$ cat src/rtl/tod_alarm_pkg.sv
package tod_alarm_pkg;

    localparam int NUM_FIELDS = 3;
    localparam int FIELD_W    = 7;
    localparam int IDX_MIN    = 0;
    localparam int IDX_HOUR   = 1;
    localparam int IDX_DAY    = 2;

    typedef struct packed {
        logic               mask;
        logic [FIELD_W-1:0] val;
    } alm_reg_t;

    typedef enum logic [1:0] {
        ACT_HOLD = 2'd0,
        ACT_SET  = 2'd1,
        ACT_CLR  = 2'd2
    } flag_act_e;

    // bits of a field that are stored and compared
    function automatic logic [FIELD_W-1:0] keep_bits(input int idx);
        return (idx == IDX_DAY) ? 7'h07 : 7'h7F;
    endfunction

endpackage

$ cat src/rtl/tod_alarm_regs.sv
module tod_alarm_regs
    import tod_alarm_pkg::*;
#(
    parameter int ADDR_W    = 4,
    parameter int ADDR_MIN  = 3,
    parameter int ADDR_HOUR = 5,
    parameter int ADDR_DAY  = 7
) (
    input  logic                          clk,
    input  logic                          rst,
    input  logic [ADDR_W-1:0]             addr,
    input  logic                          wr,
    input  logic                          rd,
    input  logic [FIELD_W:0]              wdata,
    output logic [FIELD_W:0]              rdata,
    output logic                          acc,
    output alm_reg_t [NUM_FIELDS-1:0]     regs
);

    logic [NUM_FIELDS-1:0] hit;

    for (genvar i = 0; i < NUM_FIELDS; i++) begin : g_dec
        localparam int MY_ADDR = (i == IDX_MIN)  ? ADDR_MIN :
                                 (i == IDX_HOUR) ? ADDR_HOUR : ADDR_DAY;
        assign hit[i] = (addr == MY_ADDR[ADDR_W-1:0]);
    end

    assign acc = (rd | wr) & (|hit);

    always_ff @(posedge clk) begin
        if (rst) begin
            regs <= '0;
        end else begin
            for (int i = 0; i < NUM_FIELDS; i++) begin
                if (wr && hit[i]) begin
                    regs[i].mask <= wdata[FIELD_W];
                    regs[i].val  <= wdata[FIELD_W-1:0] & keep_bits(i);
                end
            end
        end
    end

    always_comb begin
        rdata = '0;
        for (int i = 0; i < NUM_FIELDS; i++) begin
            if (rd && hit[i]) rdata = regs[i];
        end
    end


    day_hi_zero_chk: assert property (@(posedge clk) disable iff (rst)
        (rd && hit[IDX_DAY]) |-> (rdata[6:3] == 4'h0));


    regs_hold_chk: assert property (@(posedge clk) disable iff (rst)
        !wr |=> $stable(regs));

endmodule

$ cat src/rtl/tod_alarm_match.sv
module tod_alarm_match
    import tod_alarm_pkg::*;
(
    input  logic                                clk,
    input  logic                                rst,
    input  alm_reg_t [NUM_FIELDS-1:0]           regs,
    input  logic [NUM_FIELDS-1:0][FIELD_W-1:0]  now_f,
    input  logic [FIELD_W-1:0]                  now_sec,
    input  logic                                upd_stb,
    output logic                                fire
);

    logic [NUM_FIELDS-1:0] field_ok;
    logic                  sec_zero;
    logic                  done_q;

    for (genvar i = 0; i < NUM_FIELDS; i++) begin : g_cmp
        localparam logic [FIELD_W-1:0] KEEP = keep_bits(i);
        assign field_ok[i] = regs[i].mask |
                             ((regs[i].val & KEEP) == (now_f[i] & KEEP));
    end

    assign sec_zero = (now_sec == '0);
    assign fire     = upd_stb & sec_zero & (&field_ok) & ~done_q;

    // once-per-minute guard
    always_ff @(posedge clk) begin
        if (rst) begin
            done_q <= 1'b0;
        end else if (fire) begin
            done_q <= 1'b1;
        end else if (upd_stb && !sec_zero) begin
            done_q <= 1'b0;
        end
    end


    once_per_min_chk: assert property (@(posedge clk) disable iff (rst)
        fire |=> !fire);


    fire_needs_zero_chk: assert property (@(posedge clk) disable iff (rst)
        fire |-> (upd_stb && now_sec == '0));

endmodule

$ cat src/rtl/tod_alarm_flag.sv
module tod_alarm_flag
    import tod_alarm_pkg::*;
(
    input  logic clk,
    input  logic rst,
    input  logic fire,
    input  logic acc,
    input  logic int_en,
    output logic flag,
    output logic irq_n
);

    flag_act_e act;

    always_comb begin
        if (fire)     act = ACT_SET;
        else if (acc) act = ACT_CLR;
        else          act = ACT_HOLD;
    end

    always_ff @(posedge clk) begin
        if (rst) begin
            flag <= 1'b0;
        end else begin
            unique case (act)
                ACT_SET: flag <= 1'b1;
                ACT_CLR: flag <= 1'b0;
                default: flag <= flag;
            endcase
        end
    end

    assign irq_n = ~(flag & int_en);


    set_chk: assert property (@(posedge clk) disable iff (rst)
        fire |=> flag);


    clear_chk: assert property (@(posedge clk) disable iff (rst)
        (acc && !fire) |=> !flag);


    sticky_chk: assert property (@(posedge clk) disable iff (rst)
        (!acc && !fire) |=> $stable(flag));


    irq_masked_chk: assert property (@(posedge clk) disable iff (rst)
        !int_en |-> irq_n);

endmodule

$ cat src/rtl/tod_alarm.sv
module tod_alarm
    import tod_alarm_pkg::*;
#(
    parameter int ADDR_W    = 4,
    parameter int ADDR_MIN  = 3,
    parameter int ADDR_HOUR = 5,
    parameter int ADDR_DAY  = 7
) (
    input  logic              clk,
    input  logic              rst,
    input  logic [ADDR_W-1:0] bus_addr,
    input  logic              bus_wr,
    input  logic              bus_rd,
    input  logic [7:0]        bus_wdata,
    output logic [7:0]        bus_rdata,
    input  logic              int_en,
    input  logic              upd_stb,
    input  logic [6:0]        now_sec,
    input  logic [6:0]        now_min,
    input  logic [6:0]        now_hour,
    input  logic [2:0]        now_day,
    output logic              alarm_flag,
    output logic              alarm_irq_n
);

    alm_reg_t [NUM_FIELDS-1:0]          regs;
    logic [NUM_FIELDS-1:0][FIELD_W-1:0] now_f;
    logic                               acc;
    logic                               fire;

    assign now_f[IDX_MIN]  = now_min;
    assign now_f[IDX_HOUR] = now_hour;
    assign now_f[IDX_DAY]  = {{(FIELD_W-3){1'b0}}, now_day};

    tod_alarm_regs #(
        .ADDR_W    (ADDR_W),
        .ADDR_MIN  (ADDR_MIN),
        .ADDR_HOUR (ADDR_HOUR),
        .ADDR_DAY  (ADDR_DAY)
    ) u_regs (
        .clk   (clk),
        .rst   (rst),
        .addr  (bus_addr),
        .wr    (bus_wr),
        .rd    (bus_rd),
        .wdata (bus_wdata),
        .rdata (bus_rdata),
        .acc   (acc),
        .regs  (regs)
    );

    tod_alarm_match u_match (
        .clk     (clk),
        .rst     (rst),
        .regs    (regs),
        .now_f   (now_f),
        .now_sec (now_sec),
        .upd_stb (upd_stb),
        .fire    (fire)
    );

    tod_alarm_flag u_flag (
        .clk    (clk),
        .rst    (rst),
        .fire   (fire),
        .acc    (acc),
        .int_en (int_en),
        .flag   (alarm_flag),
        .irq_n  (alarm_irq_n)
    );


    set_wins_chk: assert property (@(posedge clk) disable iff (rst)
        (fire && acc) |=> alarm_flag);

endmodule

$ cat config.mk
export PLATFORM = sky130hd
export DESIGN_NAME = tod_alarm
export DESIGN_NICKNAME = d
export VERILOG_FILES = /design/src/rtl/tod_alarm_pkg.sv /design/src/rtl/tod_alarm_regs.sv /design/src/rtl/tod_alarm_match.sv /design/src/rtl/tod_alarm_flag.sv /design/src/rtl/tod_alarm.sv
export SDC_FILE = /design/constraint.sdc
export NUM_CORES = 1
export LEC_CHECK = 0
export BUFFER_PORTS_ARGS = -buffer_cell sky130_fd_sc_hd__buf_2
export CAP_MARGIN = 10
export CORE_MARGIN = 1.5
export CORE_UTILIZATION = 35
export CTS_BUF_LIST = sky130_fd_sc_hd__clkbuf_8
export DETAILED_ROUTE_END_ITERATION = 7
export GPL_ROUTABILITY_DRIVEN = 0
export PLACE_DENSITY_LB_ADDON = 0.2
export SYNTH_ARGS = -nofsm -noshare
export SYNTH_HDL_FRONTEND = slang
export SYNTH_SLANG_ARGS = --single-unit
$ cat constraint.sdc
create_clock -name clk -period 1.54 [get_ports clk]
set_input_delay 0.077 -clock clk [delete_from_list [all_inputs] [get_ports clk]]
set_output_delay 0.077 -clock clk [all_outputs]
set_load 0.05 [all_outputs]
Yosys cells after proc, flatten, opt, wreduce, memory -nomap -nowiden

Index checks and enable logic that the tools add are counted.

Input port bits: 42
Flip-flop bits (word level): 22
Word-level logic and storage cells: 48

Muxes and demuxes: 8
Bitwise operators: 11
Equality and inequality tests: 8
Reduce and logical (&&, ||, !) cells: 13

Operators with widths:

| cell                                                             | number |
|---|---|
| 8-bit 2-to-1 mux                                                 | 3 |
| 7-bit == test                                                    | 2 |
| 4-bit by 3-bit == test with 1-bit output (second input constant) | 2 |
| 1-bit logical AND                                                | 7 |
| 7-bit logical NOT                                                | 1 |
| 1-bit AND                                                        | 5 |
| 4-bit by 2-bit == test with 1-bit output (second input constant) | 1 |
| 2-bit 2-to-1 mux                                                 | 2 |
| 1-bit bitwise OR                                                 | 4 |
| 2-bit nonzero test                                               | 2 |
| 3-bit == test                                                    | 1 |
| 3-bit AND reduction                                              | 1 |
| 3-bit OR reduction                                               | 1 |
| 2-bit by 1-bit == test with 1-bit output (second input constant) | 1 |
| 2-bit == test (second input constant)                            | 1 |
| 1-bit 2-to-1 mux                                                 | 2 |
| 1-bit inverter                                                   | 2 |
| 1-bit one-hot mux with 2 select lines                            | 1 |
| 1-bit logical NOT                                                | 1 |

Depth between registers and ports, before layout

Depth in word-level cells: 8
Depth in mapped cells: 5
Depth with buffers taken out: 4

By module

Synthesis repeated with hierarchy kept, for this count alone.

Cells, all modules: 164
Area, all modules: 1367.6 um^2

By module, submodules not included:

| module          | seq. area each (um^2) | area each (um^2) | cells an instance | instances |
|---|---|---|---|---|
| tod_alarm_regs  | 400.4                 | 1046.0           | 127               | 1 |
| tod_alarm_match | 20.0                  | 275.3            | 31                | 1 |
| tod_alarm_flag  | 20.0                  | 42.5             | 5                 | 1 |
| tod_alarm       | 0.0                   | 3.8              | 1                 | 1 |

Worst setup path before layout

OpenSTA, ideal clock, no wires.

Path kind: input to output
Start point: input bus_addr[0]
End point: output bus_rdata[3]
Stages: 3
Data required time: 1.463 ns
Buffers on the path: 0
Data arrival time: 1.203 ns
Setup slack: 0.260 ns
Path through: nand2_1 -> nor4b_2 -> a22o_1

Word-level cells in the longest chain between the ends: 5

Ends and longest elaborated chain:

| item                                     | line                 | text |
|---|---|---|
| from (decl)                              | tod_alarm.sv:11      | `input logic [ADDR_W-1:0] bus_addr,` |
| 4-bit by 2-bit == test with 1-bit output | tod_alarm_regs.sv:25 | `assign hit[i] = (addr == MY_ADDR[ADDR_W-1:0]);` |
| 1-bit logical AND                        | tod_alarm_regs.sv:46 | `if (rd && hit[i]) rdata = regs[i];` |
| 8-bit 2-to-1 mux (2 in a row)            | tod_alarm_regs.sv:46 |  |
| 8-bit 2-to-1 mux *                       | tod_alarm_regs.sv:46 |  |
| to (decl)                                | tod_alarm.sv:15      | `output logic [7:0] bus_rdata,` |

Mark *: on every way between the ends. The rest lies on a longest branch, timed or not.

Worst setup path in the final report

Start point: register u_regs.regs[13] (netlist name)
End point: register u_match.done_q

Word-level cells in the longest chain between the ends: 6

Ends and longest elaborated chain:

| item                                                          | line                  | text |
|---|---|---|
| 7-bit == test *                                               | tod_alarm_match.sv:20 | `((regs[i].val & KEEP) == (now_f[i] & KEEP));` |
| 1-bit bitwise OR *                                            | tod_alarm_match.sv:19 | `assign field_ok[i] = regs[i].mask \|` |
| 3-bit AND reduction *                                         | tod_alarm_match.sv:24 | `assign fire = upd_stb & sec_zero & (&field_ok) & ~done_q;` |
| 1-bit AND * (2 in a row)                                      | tod_alarm_match.sv:24 |  |
| 1-bit 2-to-1 mux / 2-bit nonzero test (equally long branches) | -                     |  |
| to (signal assigned)                                          | tod_alarm_match.sv:29 | `done_q <= 1'b0;` |
| to (signal assigned)                                          | tod_alarm_match.sv:31 | `done_q <= 1'b1;` |
| to (signal assigned)                                          | tod_alarm_match.sv:33 | `done_q <= 1'b0;` |
| to (decl)                                                     | tod_alarm_match.sv:15 | `logic done_q;` |

Marks and branches as above.
A chain may end at the register's enable or synchronous reset.

==> metrics.txt <==
Clock Pin Slew Worst Setup and Hold Paths around 80 ps; layout cells sized above 1 around a third; CTS tree yes; fin area between 0.0015 and 0.002 mm2; crit path kind reg2reg; worst setup path end u_match.done_q$_SDFFE_PP0P_; n_diodes 0; switch share 21.3%; DRT iter0 DRCs 49; clk sinks 22; Gate power share a little under an eighth; net load switching power about 0.00027 W; Final Cycle Share roughly nine tenths; DIE HEIGHT 61.4 um; P_leak approximately 0.8 nW; syn nets roughly 170; Netlist cell types 28; Cell Pwr Density 793 mW/mm2; RR Startpoint u_regs.regs[13]$_SDFFE_PP0P_; HP Class in2reg; grt ovf 0; flops & latches, synth 22; Cell Chain, Critical Path xor2_1, nor4_1, a41oi_1, o31ai_1; Worst slew margin 72.6%; Cells on Worst Hold Path 3; critical-path maximum fanout 3; CTS Buf Count 3; Yosys top cell area share between 30% and 40%; Worst Path Buf+Inv 0; CTS resizes 0; Total Power approximately 0.0013 W; Main synth FF type dfxtp_1; Final setup viols 0; Critical Path RT between 1500 and 2000 ps; minimum clock period around 1400 ps; slowest stage delay, CP between 300 and 400 ps; I/O Buffers 51; CP max stage cell dfxtp_1; initial core utilization a little over a third; Max Clock Freq ~730 MHz; r2r setup slk 180 ps; Worst EP arrival between 1500 and 2000 ps; hold buffers post-CTS 0; startpoint types flip-flop; CP delay by family, top compound AO/OA/AOI/OAI gates; via count ~1100; unrepaired setup endpoints after global routing no; Cells after Synth between 100 and 150; pin count of the biggest net entering global routing 24; VDD IR max roughly 0.46 mV; Synth warnings 0; Sequential Power Share 46.0%; DP Cell Count ~220; global-route wire length before repair 4640 um; Setup Skew 5.14 ps; top cells by count, synth 22 x dfxtp_1, 22 x nor2_1, 20 x mux2i_1; Least-Margin Pin Slew around 410 ps; Fin Setup TNS 0 ps; vias in the first global route 1080; R2R cell count 4; Mapped Area between 0.001 and 0.0015 mm2; Post-Layout Cell Count roughly 230; synthesized area per cell ~9.4 um2; die width 61.4 um; # Post-CTS Setup Buffers 0; final hold violations 0; Clock Path Buffers 2; Core Area ~0.0033 mm2; DP Area between 0.0015 and 0.002 mm2; reg2reg end u_match.done_q$_SDFFE_PP0P_; # rows 21; outcome complete, no violations; Synth async-reset ratio 0%; P_int 0.000994 W; Final Max Slew Viols 0; wire length per cell approximately 14 um; Post-synth EDFFs 0; GRT Total Usage around 17%; io pins 52; Routed Antenna Nets 0; Die Area approximately 0.0038 mm2; Fillers ~350; Root Buffer clkbuf_8; Post-layout nets roughly 230; Vias per Instance between 4 and 5; Layout Utilization between 40% and 50%; critical path depth 4; critical path startpoint u_regs.regs[13]$_SDFFE_PP0P_; Synth-to-Final Area Change 33.3%; H-Tree Depth 1; clock power share 42.4%; largest cells by area after synthesis dfxtp_1 37%, mux2i_1 17%, xor2_1 8.1%; routed wire length a little over 3000 um; max-cap violations 0; largest area contributor in the netlist dfxtp_1; Worst setup EP type flip-flop; register area share after synthesis a little under two fifths; number of antenna violations at the first check in global routing 0; DP Wirelength approximately 2400 um; detailed-route DRC error count 0; insertion delay to the later sink of the worst-skew pair approximately 270 ps; DR pass1 iterations 4
[area by class of cell]
type / count / area [um2] / share of cell area, %
Clock buffer: 3 / 41.3 / 2.59
Timing Repair Buffer: 55 / 285 / 17.9
Clock inverter: 1 / 30.0 / 1.89
Tap cell: 46 / 57.6 / 3.61
Inverter: 1 / 3.75 / 0.236
Multi-Input combinational cell: 100 / 734 / 46.1
Sequential cell: 22 / 440 / 27.7
[registers in the layout, indices dropped and copies added (netlist names)]
name            flops
u_regs.regs        20
u_match.done_q      1
u_flag.flag         1
[stage by stage]
stage / hold slack, ps / worst slack (ps)
after CTS: 59.3 / 160
final: 59.8 / 178
after global routing: 66.2 / 51.1
after global placement: 322 / 156
after floorplan: 221 / 260
after detailed placement: 338 / 132
[metal layers]
| layer | GRT usage, % | vias to the layer above | part of all wire, % |
|---|---|---|---|
| li1 | - | 562 | - |
| met1 | 20.2 | 527 | 44 |
| met2 | 31.0 | 34 | 50 |
| met3 | 4.41 | 3 | 5.2 |
| met4 | 3.65 | 0 | 0.61 |
| met5 | 0 | - | 0 |
[worst min-delay path, stage by stage]
cell     delay, ps
buf_2           90
mux2i_1         50
nor2_1          80
[worst min path at each step]
stage	start	end	slack (ps)
final	bus_wdata[4]	u_regs.regs[12]$_SDFFE_PP0P_	60
after global routing	bus_wdata[4]	u_regs.regs[4]$_SDFFE_PP0P_	70
after global placement	bus_wdata[3]	u_regs.regs[11]$_SDFFE_PP0P_	320
after floorplan	bus_wdata[2]	u_regs.regs[10]$_SDFFE_PP0P_	220
after CTS	bus_wdata[4]	u_regs.regs[12]$_SDFFE_PP0P_	60
after detailed placement	bus_wdata[6]	u_regs.regs[14]$_SDFFE_PP0P_	340
[logic make-up (layout without fill, tap and decap cells)]
logic type / Yosys count / in the layout / share of synthesized area [%]
compound gates: 15 / 15 / 10.1
mux: 20 / 20 / 16.8
buf+inv: 5 / 60 / 1.67
xor+xnor: 17 / 17 / 12.5
simple gates: 48 / 48 / 22.2
flops: 22 / 22 / 36.9
[layout by cell type, fill, tap and decap left out, types with 2 or more instances in the layout]
cell	count
buf_2	51
nor2_1	22
dfxtp_1	22
mux2i_1	20
nand2_1	11
xor2_1	11
xnor2_1	6
a22o_1	4
a22oi_1	4
buf_4	4
clkbuf_8	3
nand3b_1	2
nor4_1	2
a41oi_1	2
nor2b_1	2
o31ai_1	2
[power groups by stage]
| stage | clock [W] | sequential, W | combinational, W |
|---|---|---|---|
| 3_5_place_dp | 0 | 0.000595 | 0.000147 |
| 2_1_floorplan | 0 | 0.000593 | 0.0000616 |
| 6_report | 0.000536 | 0.000581 | 0.000146 |
| 5_1_grt | 0.000573 | 0.000582 | 0.000159 |
| 3_3_place_gp | 0 | 0.000594 | 0.000143 |
| 4_1_cts | 0.000548 | 0.000581 | 0.000148 |
Note: power is estimated with default switching activity, not from simulation.
